**config.mk**
```make
export PLATFORM = sky130hd
export DESIGN_NAME = shared_prescaler
export DESIGN_NICKNAME = d
export VERILOG_FILES = /design/src/rtl/prescaler_pkg.sv /design/src/rtl/presc_ctrl.sv /design/src/rtl/presc_datapath.sv /design/src/rtl/shared_prescaler.sv
export SDC_FILE = /design/constraint.sdc
export NUM_CORES = 1
export LEC_CHECK = 0
export BUFFER_PORTS_ARGS = -buffer_cell sky130_fd_sc_hd__buf_2
export CAP_MARGIN = 20
export CORE_MARGIN = 2
export CORE_UTILIZATION = 25
export DETAILED_ROUTE_END_ITERATION = 10
export PLACE_DENSITY = 0.4
export RECOVER_POWER = 100
export SLEW_MARGIN = 20
export SYNTH_ARGS = -nofsm -noshare
export SYNTH_HDL_FRONTEND = slang
export SYNTH_HIERARCHICAL = 1
export SYNTH_SLANG_ARGS = --single-unit
```
**constraint.sdc**
```tcl
create_clock -name clk -period 3.2 [get_ports clk]
set_input_delay 0.48 -clock clk [delete_from_list [all_inputs] [get_ports clk]]
set_output_delay 0.48 -clock clk [all_outputs]
set_load 0.02 [all_outputs]
```
**src/rtl/prescaler_pkg.sv**
```systemverilog
package prescaler_pkg;
  // Strobes passed from control to the datapath each cycle
  typedef struct packed {
    logic clrCnt;    // zero the divide counter
    logic advance;   // owner event: count one step
    logic routeWdt;  // current owner, 1 = watchdog
  } preStrobe_t;
endpackage

```
**src/rtl/presc_ctrl.sv**
```systemverilog
module presc_ctrl
  import prescaler_pkg::*;
#(
  parameter int RATE_W = 3,
  parameter int CNT_W  = 1 << RATE_W
) (
  input  logic              clk,
  input  logic              rstN,
  input  logic              tmrEvent,
  input  logic              wdtTick,
  input  logic              routeWdt,
  input  logic [RATE_W-1:0] rateCode,
  input  logic              tmrWrite,
  input  logic              wdtClear,
  output preStrobe_t        strobe,
  output logic [CNT_W-1:0]  termMask
);
  localparam int SHIFT_W = $clog2(CNT_W + 1);

  logic               routeQ;
  logic               routeSwap;
  logic [SHIFT_W-1:0] shiftAmt;

  // Remember the previous owner; the reset owner is the watchdog
  always_ff @(posedge clk) begin
    if (!rstN) routeQ <= 1'b1;
    else       routeQ <= routeWdt;
  end

  assign routeSwap = routeWdt != routeQ;

  always_comb begin
    strobe.routeWdt = routeWdt;
    strobe.advance  = routeWdt ? wdtTick : tmrEvent;
    strobe.clrCnt   = routeSwap
                    | (!routeWdt && tmrWrite)
                    | ( routeWdt && wdtClear);
  end

  // The timer table sits one doubling above the watchdog table
  assign shiftAmt = SHIFT_W'(rateCode) + SHIFT_W'(!routeWdt);

  // The low shiftAmt bits of the mask are set
  for (genvar i = 0; i < CNT_W; i++) begin : g_mask
    assign termMask[i] = shiftAmt > SHIFT_W'(i);
  end

  AST_SWAP_CLEARS: assert property (@(posedge clk) disable iff (!rstN)
    (routeWdt != routeQ) |-> strobe.clrCnt);
endmodule

```
**src/rtl/presc_datapath.sv**
```systemverilog
module presc_datapath
  import prescaler_pkg::*;
#(
  parameter int CNT_W = 8
) (
  input  logic             clk,
  input  logic             rstN,
  input  preStrobe_t       strobe,
  input  logic [CNT_W-1:0] termMask,
  input  logic             tmrEvent,
  input  logic             wdtTick,
  output logic             tmrInc,
  output logic             wdtPulse
);
  logic [CNT_W-1:0] cnt;
  logic             atTerm;
  logic             periodDone;

  assign atTerm     = (cnt & termMask) == termMask;
  assign periodDone = strobe.advance && atTerm && !strobe.clrCnt;

  always_ff @(posedge clk) begin
    if (!rstN)               cnt <= '0;
    else if (strobe.clrCnt)  cnt <= '0;
    else if (strobe.advance) cnt <= periodDone ? '0 : cnt + 1'b1;
  end

  // Owner gets the divided pulse; the other consumer gets its raw event
  always_ff @(posedge clk) begin
    if (!rstN) begin
      tmrInc   <= 1'b0;
      wdtPulse <= 1'b0;
    end else begin
      tmrInc   <= strobe.routeWdt ? tmrEvent   : periodDone;
      wdtPulse <= strobe.routeWdt ? periodDone : wdtTick;
    end
  end

  AST_CLEAR_ZEROES: assert property (@(posedge clk) disable iff (!rstN)
    strobe.clrCnt |=> (cnt == '0));
  AST_TMR_BYPASS: assert property (@(posedge clk) disable iff (!rstN)
    (strobe.routeWdt && tmrEvent) |=> tmrInc);
  AST_WDT_BYPASS: assert property (@(posedge clk) disable iff (!rstN)
    (!strobe.routeWdt && wdtTick) |=> wdtPulse);
  AST_TMR_CAUSE: assert property (@(posedge clk) disable iff (!rstN)
    tmrInc |-> $past(tmrEvent));
  AST_WDT_CAUSE: assert property (@(posedge clk) disable iff (!rstN)
    wdtPulse |-> $past(wdtTick));
  AST_CLEAR_BLOCKS_TMR: assert property (@(posedge clk) disable iff (!rstN)
    (strobe.clrCnt && !strobe.routeWdt) |=> !tmrInc);
  AST_CLEAR_BLOCKS_WDT: assert property (@(posedge clk) disable iff (!rstN)
    (strobe.clrCnt && strobe.routeWdt) |=> !wdtPulse);
endmodule

```
**src/rtl/shared_prescaler.sv**
```systemverilog
module shared_prescaler
  import prescaler_pkg::*;
#(
  parameter int RATE_W = 3,
  parameter int CNT_W  = 1 << RATE_W
) (
  input  logic              clk,
  input  logic              rstN,
  input  logic              tmrEvent,
  input  logic              wdtTick,
  input  logic              routeWdt,
  input  logic [RATE_W-1:0] rateCode,
  input  logic              tmrWrite,
  input  logic              wdtClear,
  output logic              tmrInc,
  output logic              wdtPulse
);
  preStrobe_t       strobe;
  logic [CNT_W-1:0] termMask;

  presc_ctrl #(.RATE_W(RATE_W), .CNT_W(CNT_W)) ctrl_i (
    .clk(clk), .rstN(rstN), .tmrEvent(tmrEvent), .wdtTick(wdtTick),
    .routeWdt(routeWdt), .rateCode(rateCode), .tmrWrite(tmrWrite),
    .wdtClear(wdtClear), .strobe(strobe), .termMask(termMask)
  );

  presc_datapath #(.CNT_W(CNT_W)) dp_i (
    .clk(clk), .rstN(rstN), .strobe(strobe), .termMask(termMask),
    .tmrEvent(tmrEvent), .wdtTick(wdtTick),
    .tmrInc(tmrInc), .wdtPulse(wdtPulse)
  );
endmodule

```
# Word level (Yosys, flattened, before mapping)
# Index checks and enable logic that the tools add are counted.
[classes] eq_ne=2 mux=4 div_mod_pow=0 n_bitwise=4 magnitude_cmp=8 n_reduce_logical=7 n_shift=0 add_sub_neg=2 n_mul=0
[ops] cell="4-bit by 3-bit greater-than comparator with 1-bit output (second input constant)" count=4
[ops] cell="8-bit by 1-bit adder with 8-bit output (second input constant)" count=1
[ops] cell="8-bit AND" count=1
[ops] cell="8-bit == test" count=1
[ops] cell="4-bit by 1-bit greater-than comparator with 1-bit output (second input constant)" count=2
[ops] cell="4-bit by 2-bit greater-than comparator with 1-bit output (second input constant)" count=2
[ops] cell="8-bit two-way mux" count=1
[ops] cell="3-bit by 1-bit adder with 4-bit output" count=1
[ops] cell="1-bit logical AND" count=4
[ops] cell="1-bit two-way mux" count=3
[ops] cell="1-bit logical NOT" count=2
[ops] cell="1-bit OR" count=2
[ops] cell="2-bit OR reduction" count=1
[ops] cell="1-bit inequality test" count=1
[ops] cell="1-bit inverter" count=1
[word_totals] n_memories=0 in_bits=10 latchBits=0 ramBits=0 register_bits=11 rom_bits=0 elab_cells=31 output_inout_bits=2

# Depth between registers and ports, before layout
# Gate-level depths: netlist of run 1.
[logic_depth] word_depth=8 mapped_depth=10 mapped_depth_nobuf=10

# By module
# Netlist of run 1, hierarchy kept.
[modules_own_cells] module="presc_datapath" n_inst=1 area_per_inst_um2=505.5 seq_area_each_um2=200.2 cells_each=58
[modules_own_cells] module="presc_ctrl" n_inst=1 area_per_inst_um2=216.5 seq_area_each_um2=20.0 cells_each=29

# Least setup slack after synthesis of run 1
# Ideal clock, no wire load.
[synth_path] kind="input -> register" from="input port routeWdt" to="register dp_i.cnt[0]" stages=10 n_path_buf=0 t_required_ps=3084 setup_ps=116 setup_slack_ps=820 t_arrival_ps=2264 path_cell_list="inv_1 ha_1 ha_1 nor2_1 o211a_1 a21oi_1 nor2b_1 a2111oi_4 a41o_2 nor2_1"
[synth_between] elab_chain_cells=8 elab_cells_between_ends=23 classes_between="add/sub: 1; order compare: 8; eq/ne: 2; mux: 2; bitwise: 3; reduce/logical: 7"
[synth_rtl] element="start, declared" line_no="shared_prescaler.sv:11" rtl="input logic routeWdt,"
[synth_rtl] element="1-bit logical NOT (*)" line_no="presc_ctrl.sv:41" rtl="assign shiftAmt = SHIFT_W'(rateCode) + SHIFT_W'(!routeWdt);"
[synth_rtl] element="3-bit by 1-bit adder with 4-bit output (*)" line_no="presc_ctrl.sv:41"
[synth_rtl] element="4-bit by 3-bit greater-than comparator with 1-bit output (*)" line_no="presc_ctrl.sv:45" rtl="assign termMask[i] = shiftAmt > SHIFT_W'(i);"
[synth_rtl] element="net termMask[4]" line_no="shared_prescaler.sv:19" rtl="logic [CNT_W-1:0] termMask;"
[synth_rtl] element="8-bit AND" line_no="presc_datapath.sv:19" rtl="assign atTerm = (cnt & termMask) == termMask;"
[synth_rtl] element="8-bit == test (*)" line_no="presc_datapath.sv:19"
[synth_rtl] element="1-bit logical AND (*) (2 in series)" line_no="presc_datapath.sv:20" rtl="assign periodDone = strobe.advance && atTerm && !strobe.clrCnt;"
[synth_rtl] element="8-bit two-way mux (*)" line_no="presc_datapath.sv:25" rtl="else if (strobe.advance) cnt <= periodDone ? '0 : cnt + 1'b1;"
[synth_rtl] element="end signal, assigned" line_no="presc_datapath.sv:25"
[synth_rtl] element="end, declared" line_no="presc_datapath.sv:15" rtl="logic [CNT_W-1:0] cnt;"
# The timed path passes the listed nets; every way through them passes the cells marked *.
# A chain may end at the register's enable or synchronous reset.

# Worst setup path in the final report of run 1
[layout_path] from="input port routeWdt" to="register dp_i.cnt[2]"
# The elaborated chain is that of the path after synthesis.

==> results_dict.tcl, run 1 <==
set metrics [dict create \
    met2WireLength_um 601 \
    grt_pass1_wl_um 2320 \
    multiInputGateArea_um2 462 \
    path_max_fanout 8 \
    crit_family "compound AO/OA/AOI/OAI gates" \
    cts.htree.levels 1 \
    final_common_cell "nor2_1" \
    cp_cell_sequence "clkbuf_1, inv_1, ha_1, ha_1, nor2_1, o211a_1, a21oi_1, nor2b_1, a2111oi_4, a41o_1, nor2_1" \
    clock-root-buffer "clkbuf_4" \
    n_fill_cell 311 \
    yosysWarnings 6 \
    drt_iter0_markers 28 \
    finalHoldViolCount 0 \
    cts_resized 0 \
    clk_pin_slew_ps 70 \
    ys_ff_latch 11 \
    outcome "complete, no violations" \
    viasPerCell 4.58 \
    maxCapViolCount 0 \
    crit_cells 11 \
    critPathSlowestCell "ha_1" \
    ctsHoldBuffers 0 \
    antenna-diode-count 0 \
    clock_path_buffers 2 \
    gp_congestion 0.730 \
    num_vias 600 \
    grt_pass1_vias 538 \
    syn-instance-count 87 \
    cellPowerDensity_nw_per_um2 352 \
    p_leak_uw 0.000300 \
    finalSetupTns_ps 0 \
    utilization_pct 29.9 \
    critPathMaxStageDelay_ps 400 \
    ir_worst_vdd_mv 0.189 \
    ff_latch_area_um2 220 \
    grt_use_total_pct 9.01 \
    reg2regPathDepth 4 \
    antenna_found_initial 0 \
    chipWidth_um 57.7 \
    rsz0062_at_grt "no" \
    async_flop_share_pct 0 \
    syn-cell-area_um2 722 \
    synth_edf_count 0 \
    end_kind "flip-flop" \
    grt_max_degree 9 \
    maxSlewViolCount 0 \
    critical_path_required_ps 3350 \
    overflow 0 \
    syn_to_final_growth_pct 14.2 \
    max_slew.worst_pin.slew_ps 359 \
    ys.flop_type "dfxtp_1" \
    fp.dieArea_um2 3330 \
    worstSkewPairLatency_ps 270 \
    setup_violations 0 \
    initial_utilization_pct 26.2 \
    hp-class "in -> reg" \
    relSlewSlack_pct 76.1 \
    drt_first_pass_iters 4 \
    drc 0 \
    postRouteAntennaNets 0 \
    cp-start-kind "input pin" \
    synth_seq_area_share_pct 30.5 \
    layout_common_cells "13 x nor2_1, 11 x dfxtp_1, 8 x buf_2, 6 x inv_1, 6 x xnor2_1" \
    dieHeight_um 57.7 \
    cts-buffers-inserted 3 \
    ioPinCount 12 \
    critical_path_buf_inv_count 2 \
    timing.final.crit_share_pct 84.4 \
    skew_ps 5.00 \
    routed_wl_um 1460 \
    worstSetupPathType "in -> reg" \
    cts_tree "built" \
    highest_layer "met4" \
    syn_area_per_cell_um2 8.30 \
    port_buffers 11 \
    place_hpwl_um 1110 \
    clock-sinks 11 \
    core_um2 2760 \
    wl_met1_um 801 \
    wl_met3_um 36 \
    synth_nets 100 \
    fmax_mhz 370 \
    drt-wirelength-per-cell_um 11.1 \
    post_cts_buffers 0 \
    drive_above_1_share_pct 16.0 \
    critPathArrivalTime_ps 2850 \
    min_path_cells 2 \
    nNetsFinal 114 \
    synth.distinct_cells 31 \
    period_minus_slack_ps 2700 \
    rows 19 \
]
final timing paths:
check | slack [ps] | to | start
min | 430 | ctrl_i/routeQ | rstN
max reg2reg | 1760 | dp_i/cnt[2] | dp_i/cnt[2]
max | 500 | dp_i/cnt[2] | routeWdt
min reg2reg | 530 | dp_i/cnt[7] | dp_i/cnt[7]
power breakdown:
part	total (uW)	switching [uW]	internal (uW)	leakage, uW
sequential	140	1.46	139	0.0000893
combinational	54.9	30.9	24.0	0.000196
clock	95.2	47.0	48.2	0.0000150
total	290	79.4	211	0.000300
synthesized netlist by cell type (2+ instances only):
library cell   n  share of area, %
dfxtp_1       11                31
a21oi_1        2               1.4
o21ai_0        3               2.1
xnor2_1        6               7.3
nor2b_1        4               3.5
nand2b_1       5               4.3
nand3_1        3               2.1
nand2_1        5               2.6
ha_1           3               5.2
nor3_1         2               1.4
inv_1          6               3.1
nand4_1        3               2.6
a31oi_1        3               2.6
nand3b_1       2               2.1
nor2_1        13               6.8
final cells by class:
class,count,share of cell area [%]
inverters,7,3.19
multi-input cells,67,56.0
repair buffers,11,6.22
flip-flops and latches,11,26.7
well taps,31,4.70
clock buffers,4,3.19
sequential cells by signal, indices dropped and copies added (netlist names):
signal         cells
dp_i/cnt           8
ctrl_i/routeQ      1
dp_i/tmrInc        1
dp_i/wdtPulse      1
metrics by stage:
| stage | hold slack (ps) | cells | power, uW | area [um2] | worst slack (ps) |
|---|---|---|---|---|---|
| after detailed placement | 509 | 127 | 199 | 803 | 400 |
| final | 430 | 131 | 290 | 825 | 500 |
| after global placement | 504 | 127 | 199 | 803 | 477 |
| after global routing | 420 | 131 | 309 | 825 | 305 |
| after floorplan | 484 | 87 | 184 | 722 | 820 |
| after CTS | 416 | 131 | 298 | 830 | 689 |
logic make-up after synthesis:
| family | synth area share [%] |
|---|---|
| buffers and inverters | 5.37 |
| muxes | 2.95 |
| DFF | 30.5 |
| xor gates and xnor gates | 8.49 |
| and+or+nand+nor | 29.8 |
| AOI/OAI and AO/OA | 17.7 |
| adders and majority gates | 5.20 |
layer usage:
layer,up-vias,global-route usage (%)
li1,326,-
met4,0,2.99
met1,268,12.7
met3,2,2.68
met5,-,0
met2,4,13.1
Power figures use the tool's default switching activity.
==> run 2: changes to the inputs <==
- clock period: 3.2 -> 2.55 ns (I/O delays scaled with it)
==> run 2 against run 1 <==
Effect of this change: clock skew is 1.6 ps lower; clock power is 27% higher; die area stayed put; total power is 27% higher; flip-flop and latch count stayed put; setup slack worse by 140 ps; critical path depth stayed put; sequential power is 26% higher; first-iteration DRC count is 75% lower; routed wire length is 1.2% lower; hold slack worse by 110 ps; combinational power is 31% higher; largest power group unchanged.
==> results_dict.tcl, run 2 (synthesis results as in run 1) <==
set metrics [dict create \
    outcome "complete, no violations" \
    critical_path_buf_inv_count 2 \
    routed_wl_um 1440 \
    place_hpwl_um 1130 \
    n_fill_cell 307 \
    grt_use_total_pct 9.50 \
    hold-path-endpoint "ctrl_i/routeQ" \
    timing.final.crit_share_pct 85.7 \
    worstSkewPairLatency_ps 270 \
    clock-root-buffer "clkbuf_4" \
    finalHoldViolCount 0 \
    maxSlewViolCount 0 \
    top_register "dp_i/cnt" \
    nNetsFinal 117 \
    setup_violations 0 \
    layout_common_cells "13 x nor2_1, 11 x dfxtp_1, 9 x buf_2, 6 x inv_1, 6 x xnor2_1" \
    crit_family "compound AO/OA/AOI/OAI gates" \
    largest_register_ffs 8 \
    initial_utilization_pct 26.2 \
    drt_iter0_markers 7 \
    final_common_cell "nor2_1" \
    end_kind "flip-flop" \
    hp-class "in -> reg" \
    reg2reg_to "dp_i/cnt[5]" \
    critPathSlowestCell "a41o_1" \
    syn_to_final_growth_pct 17.0 \
    post_cts_buffers 0 \
    ctsHoldBuffers 0 \
    dpl_worst_slack_ps 146 \
    cp_common_cell "ha_1" \
    total_power_uw 369 \
    viasPerCell 4.55 \
    r2r-start "dp_i/cnt[2]" \
    cts.htree.levels 1 \
    drc 0 \
    num_vias 610 \
    antenna-diode-count 0 \
    ff_latch_area_um2 220 \
    clock_path_buffers 2 \
    gp_congestion 0.792 \
    antenna_found_initial 0 \
    min_path_cells 3 \
    ir_worst_vdd_mv 0.213 \
    max_slew.worst_pin.slew_ps 375 \
    drt-wirelength-per-cell_um 10.7 \
    critPathArrivalTime_ps 2340 \
    fmax_mhz 458 \
    port_buffers 11 \
    drive_above_1_share_pct 18.4 \
    rsz0062_at_grt "no" \
    cts-buffers-inserted 3 \
    skew_ps 3.41 \
    drt_first_pass_iters 4 \
    maxCapViolCount 0 \
    dieHeight_um 57.7 \
    grt_pass1_wl_um 2430 \
    fp.dieArea_um2 3330 \
    overflow 0 \
    finalSetupTns_ps 0 \
    grt_pass1_vias 554 \
    worstSetupPathType "in -> reg" \
    ioPinCount 12 \
    grt_max_degree 9 \
    core_um2 2760 \
    reg2regPathDepth 4 \
    reg2reg_slack_ps 1090 \
    multiInputGateArea_um2 458 \
    clk_pin_slew_ps 70 \
    cp_cell_sequence "buf_2, inv_1, ha_1, ha_1, and2_0, a21oi_1, nand2b_1, nor2b_1, a2111oi_4, a41o_1, nor2_1" \
    p_leak_uw 0.000317 \
    worstHoldStart "routeWdt" \
    setup_ws_ps 365 \
    clock-sinks 11 \
    cp-start-kind "input pin" \
    relSlewSlack_pct 75.0 \
    cts_tree "built" \
    chipWidth_um 57.7 \
    cellPowerDensity_nw_per_um2 437 \
    cts_resized 0 \
    critPathMaxStageDelay_ps 380 \
    critical_path_required_ps 2700 \
    whs_ps 322 \
    path_max_fanout 8 \
    postRouteAntennaNets 0 \
    rows 19 \
    period_minus_slack_ps 2190 \
]
==> run 2: layout make-up <==
class / instances / area share [%]
clock buffer: 4 / 3.11
multi-input combinational: 67 / 54.2
timing repair buffer: 14 / 8.89
tap: 31 / 4.59
sequential: 11 / 26.1
inverter: 7 / 3.11
==> run 2: metrics by stage <==
| stage | area, um2 | utilization [%] | instances |
|---|---|---|---|
| final | 845 | 30.6 | 134 |
| after global routing | 845 | 30.6 | 134 |
| after CTS | 852 | 30.9 | 134 |
| after detailed placement | 826 | 29.9 | 130 |
| after global placement | 826 | 29.9 | 130 |
| after floorplan | 722 | - | 87 |
==> run 2: how the worst max path moves through the flow <==
stage,depth (start not counted),endpoint,startpoint
2_1_floorplan,10,dp_i/cnt[0],routeWdt
3_3_place_gp,11,dp_i/cnt[1],routeWdt
3_5_place_dp,11,dp_i/cnt[0],routeWdt
4_1_cts,11,dp_i/cnt[0],routeWdt
5_1_grt,10,dp_i/cnt[1],routeWdt
6_report,11,dp_i/cnt[5],routeWdt
==> run 2: tightest hold or removal path, delay by kind of cell <==
kind / cells / cell delay (ps)
buffers and inverters: 2 / 130
AND/OR/NAND/NOR: 1 / 50
==> run 2: power by group <==
part           internal (uW)  leakage (uW)  switching [uW]
registers                174     0.0000893            1.81
clock network           60.5     0.0000150            60.2
logic                   33.3      0.000212            38.5
==> run 2: metal layers <==
metal / vias up / global-route usage [%] / share of wire (%)
met1: 265 / 14.0 / 53
met5: - / 0 / 0
met4: 0 / 5.98 / 0.69
li1: 337 / - / -
met2: 6 / 12.8 / 43
met3: 2 / 1.34 / 3.1
==> run 3: changes to the inputs <==
- CORE_ASPECT_RATIO: not set -> 0.6
==> run 3 against run 2 <==
Effect of this change: flip-flop and latch count unchanged; final cell count rose by 2.2%; combinational power increased by 3.3%; clock skew decreased by 3.0 ps.
==> results_dict.tcl, run 3 (synthesis results as in run 1) <==
set metrics [dict create \
    outcome "complete, no violations" \
    syn_to_final_growth_pct 20.6 \
    postRouteAntennaNets 0 \
    comb_power_share_pct 17.4 \
    skew_ps 0.419 \
    cts_resized 0 \
    dieHeight_um 45.6 \
    antenna_found_initial 0 \
    grt_pass1_wl_um 2440 \
    p_leak_uw 0.000323 \
    whs_ps 365 \
    clock-root-buffer "clkbuf_8" \
    drt_first_pass_iters 4 \
    finalSetupTns_ps 0 \
    cp-start-kind "input pin" \
    num_vias 620 \
    setup_ws_ps 365 \
    port_buffers 11 \
    clock-sinks 11 \
    cts.htree.levels 1 \
    maxCapViolCount 0 \
    clock_path_buffers 2 \
    min_path_cells 2 \
    max_slew.worst_pin.slew_ps 365 \
    ctsHoldBuffers 0 \
    period_minus_slack_ps 2180 \
    critical_path_buf_inv_count 2 \
    design_area_um2 871 \
    cp_cell_sequence "clkbuf_1, inv_1, ha_1, ha_1, nor2_1, o211a_1, a21oi_1, nor2b_1, a2111oi_4, a41o_2, nor2_1" \
    initial_utilization_pct 25.6 \
    relSlewSlack_pct 75.6 \
    r2r-start "dp_i/cnt[2]" \
    dp_cells 133 \
    grt_use_total_pct 10.2 \
    routed_wl_um 1510 \
    drc 0 \
    viasPerCell 4.53 \
    clk_pin_slew_ps 50 \
    place_hpwl_um 1180 \
    critical_path_required_ps 2680 \
    core_um2 2820 \
    swShare_pct 25.3 \
    chipWidth_um 73.4 \
    path_max_fanout 8 \
    cts_tree "built" \
    nNetsFinal 117 \
    crit_family "compound AO/OA/AOI/OAI gates" \
    drt_iter0_markers 28 \
    finalHoldViolCount 0 \
    timing.final.crit_share_pct 85.7 \
    hp-class "in -> reg" \
    reg2reg_to "dp_i/cnt[7]" \
    maxSlewViolCount 0 \
    top_register "dp_i/cnt" \
    critPathArrivalTime_ps 2310 \
    p_switching_uw 108 \
    worstHoldStart "rstN" \
    cts-buffers-inserted 3 \
    reg2regPathDepth 4 \
    overflow 0 \
    p_int_uw 319 \
    reg2reg_slack_ps 1180 \
    final_common_cell "nor2_1" \
    grt_pass1_vias 551 \
    drive_above_1_share_pct 19.4 \
    worstSetupPathType "in -> reg" \
    p_seq_share_pct 41.5 \
    ir_worst_vdd_mv 0.209 \
    layout_common_cells "13 x nor2_1, 11 x dfxtp_1, 8 x buf_2, 6 x inv_1, 6 x xnor2_1" \
    largest_register_ffs 8 \
    worstSkewPairLatency_ps 240 \
    critPathMaxStageDelay_ps 330 \
    final_cells 137 \
    drt-wirelength-per-cell_um 11.0 \
    fmax_mhz 458 \
    rows 15 \
    dpl_worst_slack_ps 144 \
    place_area_um2 830 \
    fp.dieArea_um2 3350 \
    hold-path-endpoint "ctrl_i/routeQ" \
    critPathSlowestCell "ha_1" \
    ioPinCount 12 \
    post_cts_buffers 0 \
    gp_congestion 0.750 \
    grt_max_degree 9 \
    cellPowerDensity_nw_per_um2 490 \
    rsz0062_at_grt "no" \
    setup_violations 0 \
    pwr-share-clk_pct 41.1 \
    antenna-diode-count 0 \
    end_kind "flip-flop" \
]
==> run 3: cell types whose count changed in the layout (fill, tap and decap cells not counted) <==
cell	previous run	this run
clkbuf_1	3	4
clkbuf_8	0	3
buf_2	9	8
a41o_1	1	0
a41o_2	0	1
a21oi_1	3	2
and2_1	0	1
clkbuf_4	3	0
and2_0	1	0
a21oi_2	0	1
==> run 3: power groups by stage <==
stage	clock, uW	sequential (uW)	combinational, uW
5_1_grt	190	177	81.9
3_5_place_dp	0	180	74.1
3_3_place_gp	0	180	73.8
4_1_cts	183	177	74.5
2_1_floorplan	0	182	49.6
6_report	175	177	74.2
==> run 3: worst max path at each step <==
stage               startpoint     endpoint  slack (ps)  cells after the start
floorplan             routeWdt  dp_i/cnt[0]         270                     10
global placement      routeWdt  dp_i/cnt[4]         180                     10
detailed placement    routeWdt  dp_i/cnt[7]         140                     11
CTS                   routeWdt  dp_i/cnt[7]         390                     11
global route          routeWdt  dp_i/cnt[7]         210                     11
finish                routeWdt  dp_i/cnt[7]         370                     11
==> run 3: area by class of cell <==
cell class              count  area, um2
well taps                  34       42.5
inverters                   7       26.3
multi-input cells          67        463
repair buffers             14       73.8
flip-flops and latches     11        220
fillers                   315       1940
clock buffers               4       45.0
==> run 3: metal layers <==
metal	part of all wire [%]	GRT usage, %	wire, um
met1	56	14.5	849
met2	36	12.8	546
met3	7.0	5.53	106
met4	0.46	3.27	7
met5	0	0	0
==> run 3: worst register-to-register path: stages, from the launching register on <==
cell,delay [ps]
dfxtp_1,390
inv_2,60
a222oi_1,380
a41o_2,350
nor2_1,70
==> run 3: through the flow <==
step	total power (uW)	utilization [%]
global placement	254	29.5
detailed placement	254	29.5
global route	448	30.9
floorplan	231	-
finish	426	30.9
CTS	434	31.1
